**config.mk**
```make
export PLATFORM = sky130hd
export DESIGN_NAME = dl_extract
export DESIGN_NICKNAME = d
export VERILOG_FILES = /design/src/rtl/dl_extract.sv
export SDC_FILE = /design/constraint.sdc
export NUM_CORES = 1
export LEC_CHECK = 0
export BUFFER_PORTS_ARGS = -buffer_cell sky130_fd_sc_hd__buf_2
export CORE_AREA = 10 10 47 49
export CTS_BUF_LIST = sky130_fd_sc_hd__clkbuf_2
export DETAILED_ROUTE_END_ITERATION = 16
export DIE_AREA = 0 0 57 59
export PLACE_DENSITY = 0.44
export SKIP_LAST_GASP = 1
export SLEW_MARGIN = 20
export SYNTH_ARGS = -nofsm -noshare
export SYNTH_HDL_FRONTEND = slang
export SYNTH_SLANG_ARGS = --single-unit
```
**constraint.sdc**
```tcl
create_clock -name clk -period 0.9 [get_ports clk]
set_clock_uncertainty 0.1 [all_clocks]
set_input_delay 0.135 -clock clk [delete_from_list [all_inputs] [get_ports clk]]
set_output_delay 0.135 -clock clk [all_outputs]
set_load 0.02 [all_outputs]
```
**src/rtl/dl_extract.sv**
```systemverilog
module dl_extract #(
  parameter int BIT_W       = 8,
  parameter int FRM_W       = 4,
  parameter int SEL_W       = 3,
  parameter int SPARE_FIRST = 3,
  parameter int SPARE_MAX   = 5
) (
  input  logic             clk,
  input  logic             rst_n,
  input  logic             line_bit,
  input  logic [FRM_W-1:0] frm_num,
  input  logic [BIT_W-1:0] bit_pos,
  input  logic             lof,
  input  logic [SEL_W-1:0] rate_sel,
  output logic             dl_data,
  output logic             dl_clk
);
  localparam int LIM_W = BIT_W + 1;

  logic [SEL_W-1:0] n_eff;
  logic [LIM_W-1:0] lim;
  logic             pick;
  logic             sel_q;

  assign n_eff = (rate_sel > SEL_W'(SPARE_MAX)) ? SEL_W'(SPARE_MAX) : rate_sel;
  assign lim   = LIM_W'(SPARE_FIRST) + LIM_W'(n_eff);
  assign pick  = !lof && frm_num[0]
               && ({1'b0, bit_pos} >= LIM_W'(SPARE_FIRST))
               && ({1'b0, bit_pos} < lim);

  always_ff @(posedge clk or negedge rst_n) begin
    if (!rst_n) begin
      sel_q   <= 1'b0;
      dl_data <= 1'b0;
    end else begin
      sel_q <= pick;
      if (pick) dl_data <= line_bit;
    end
  end

  // pulse occupies the low half of the line clock after a selected edge
  assign dl_clk = sel_q & ~clk;

  p_even_quiet_r4: assert property (@(posedge clk) disable iff (!rst_n)
    !frm_num[0] |=> (!sel_q && $stable(dl_data)));

  p_lof_quiet_r7: assert property (@(posedge clk) disable iff (!rst_n)
    lof |=> (!sel_q && $stable(dl_data)));

  p_zero_rate_r5: assert property (@(posedge clk) disable iff (!rst_n)
    (rate_sel == '0) |=> !sel_q);

  p_below_window_r2: assert property (@(posedge clk) disable iff (!rst_n)
    (bit_pos < BIT_W'(SPARE_FIRST)) |=> $stable(dl_data));

  p_beyond_max_r5: assert property (@(posedge clk) disable iff (!rst_n)
    (bit_pos >= BIT_W'(SPARE_FIRST + SPARE_MAX)) |=> !sel_q);

  p_copy_r2: assert property (@(posedge clk) disable iff (!rst_n)
    (!lof && frm_num[0] && bit_pos == BIT_W'(SPARE_FIRST) && rate_sel != '0)
      |=> (dl_data == $past(line_bit)));
endmodule

```
==> summary.txt <==
Pwr
  – Leak Pwr: around 0.23 nW
  – Pwr dens: approximately 1100 nW/um^2
  – Peak VDD IR: roughly 0.00028 V
  – Final Power: 0.534 mW

Finish
  – # fillers: 149
  – P&R area growth vs syn: 126%
  – Ant diodes: 0
  – Nets: 74
  – Util after Layout: 34.6%
  – Layout cell share with drive strength beyond 1: approximately three quarters

Place
  – Worst slack at placement: -1.03 ns
  – Routability Congestion: 0.669
  – IO Port Bufs: 17

Die
  – Chip height: roughly 59 um
  – FP Rows: 14
  – Chip Width: 57 um
  – Core box area: 1400 um^2
  – Io pins: 21
  – Die area: 3360 um^2
  – Initial Util: between 10% and 20%

STA
  – Worst slew pin tran: roughly 0.33 ns
  – Fin. Hold Viols: 1
  – Slew Viols, Final: 0
  – Rel. slew slack: 78.3%
  – Max frequency: 631 MHz
  – Crit share post-route: 176%
  – Final setup vio count: 5
  – Tmin final: 1.58 ns
  – RSZ-0062 raised after global routing: true
  – WHS: -0.00595 ns
  – Setup ws final: -0.684 ns

CTS
  – Worst skew pair latency: approximately 0.28 ns
  – Worst-path clk slew: about 0.030 ns
  – Hold buffer count at cts: 1
  – CTS tree: done

Logic synthesis
  – Yosys reg bits: 2
  – Synth cell types: 14
  – Sequential area share after synthesis: 23.4%
  – Fraction of registers with async set/reset: 100%
  – Compound-Gate Fraction of Synth Area: 28.7%
  – Ys Warns: 0
  – Mux cell area share after synthesis: between 7 and 8%
  – Count leader, synth: ha_1
  – Synth top area share: about a quarter
  – Post-synth top area cell: dfrtp_1
  – XOR/XNOR Fraction of Synth Area: 4.09%
  – Post-synthesis adder-cell area fraction: between 10% and 20%
  – Synth area leaders: dfrtp_1 23%, ha_1 18%, a2111oi_4 13%
  – Number of flops mapped to enable cells by yosys: 0
  – Ys flop type: dfrtp_1
  – Mapped Area: around 210 um^2
  – Gate Count Post-Synth: 19
  – Main combinational cell family by area after synthesis: compound AO/OA/AOI/OAI gates
  – Post-Synth Simple-Gate Area: 19.3%
  – Syn avg cell area: 11.3 um^2
  – Post-synth net total: 41
  – Synth top cells by count: 3 x ha_1, 2 x dfrtp_1, 2 x nor2_1, 2 x nor2b_1

Worst setup path
  – Startpoint Class: input port
  – CP Class: in2reg
  – Critical path fanouts, max: 4
  – Worst Setup End Kind: register
  – Required @ worst endpoint: ~0.96 ns
  – Critical Path AT: 1.64 ns

Routing
  – Via density: ~4.2
  – Routed WL per cell: 11.8 um
  – Pre-Repair DR Iteration Count: 3
  – DRC errors left: 0
  – Vias: 278
  – DR iter-0 viols: 4
  – ANT nets after route: 0
  – Drt total wl: 780 um

Global routing
  – First-pass GRT wire length: 1.44 mm
  – Largest net degree at the start of global routing: 5
  – Initial antenna violation count: 0
  – Vias in the first global route: 385
  – Global route overflow: 0
  – Total GRT Usage: under 10%

Worst hold path
  – Worst min path class: in2reg

Job
  – Max cap viols: 0

Status
  – Status: finished with violations
  – Failing checks: hold timing, setup timing
registers in the layout, summed over array words and instances, names as in the netlist:
signal and count:
dl_data 1, sel_q 1
metrics by stage:
step           hold WS (ns)  cell area [um^2]  setup TNS (ns)  std cells
2_1_floorplan        -0.261               224           -1.29         19
3_3_place_gp         -0.177               367           -1.69         57
3_5_place_dp         -0.175               367           -1.74         57
4_1_cts             -0.0179               484           -1.41         66
5_1_grt             -0.0403               484           -1.67         66
6_report           -0.00595               484           -1.46         66
cells by family after synthesis:
family	after synthesis
AO/OA/AOI/OAI	6
XOR/XNOR	1
adder cells (fa/ha/maj)	3
flip-flops	2
multiplexers	1
AND/OR/NAND/NOR	6
report_power, final:
| part | total, mW | internal (mW) | switching [mW] |
|---|---|---|---|
| clock | 0.244 | 0.150 | 0.0934 |
| sequential | 0.102 | 0.0979 | 0.00432 |
| combinational | 0.188 | 0.115 | 0.0732 |
final timing paths:
check	start	cells past startpoint	slack, ns	to
worst max-delay path	rate_sel[1]	8	-0.68	dl_data$_DFFE_PN0P_
worst min-delay path	line_bit	2	-0.006	dl_data$_DFFE_PN0P_
worst max register to register	dl_data$_DFFE_PN0P_	2	-0.08	dl_data$_DFFE_PN0P_
worst min register to register	dl_data$_DFFE_PN0P_	2	0.51	dl_data$_DFFE_PN0P_
max in group asynchronous	rst_n	2	0.52	sel_q$_DFF_PN0_
min in group asynchronous	rst_n	2	0.08	dl_data$_DFFE_PN0P_
per-layer routing:
layer,up-vias,GRT usage [%],wire length (um)
li1,140,-,-
met3,2,6.01,114
met5,-,0,0
met4,0,8.05,8
met2,19,6.67,307
met1,117,5.36,350
critical path, stage by stage:
cell and delay, ns:
buf_8 0.09, nor2b_1 0.13, a21oi_1 0.08, ha_1 0.21, a2111oi_2 0.29, nor2_1 0.11
a2111oi_4 0.26, mux2_4 0.33
cell type report:
type	count	area, um^2	share of cell area [%]
tap	16	20.0	4.13
sequential	2	50.0	10.3
clock buffer	6	36.3	7.49
multi-input combinational	17	191	39.5
timing repair buffer	25	186	38.5
layout by cell type (no fill, tap or decap), types with 2 or more instances in the layout:
cell type,Yosys,layout
buf_8,0,2
dfrtp_1,2,2
buf_6,0,4
buf_4,0,7
buf_2,0,12
clkbuf_2,0,5
ha_1,3,2
timing repair:
item	4_1_cts	5_1_grt
gates resized for setup	16	0
pin swaps	5	0
endpoints found under the setup margin	5	5
buffers inserted	3	0
endpoints found under the hold margin	3	1
cloned	0	0
No activity file was read; power rests on OpenSTA's default activity.
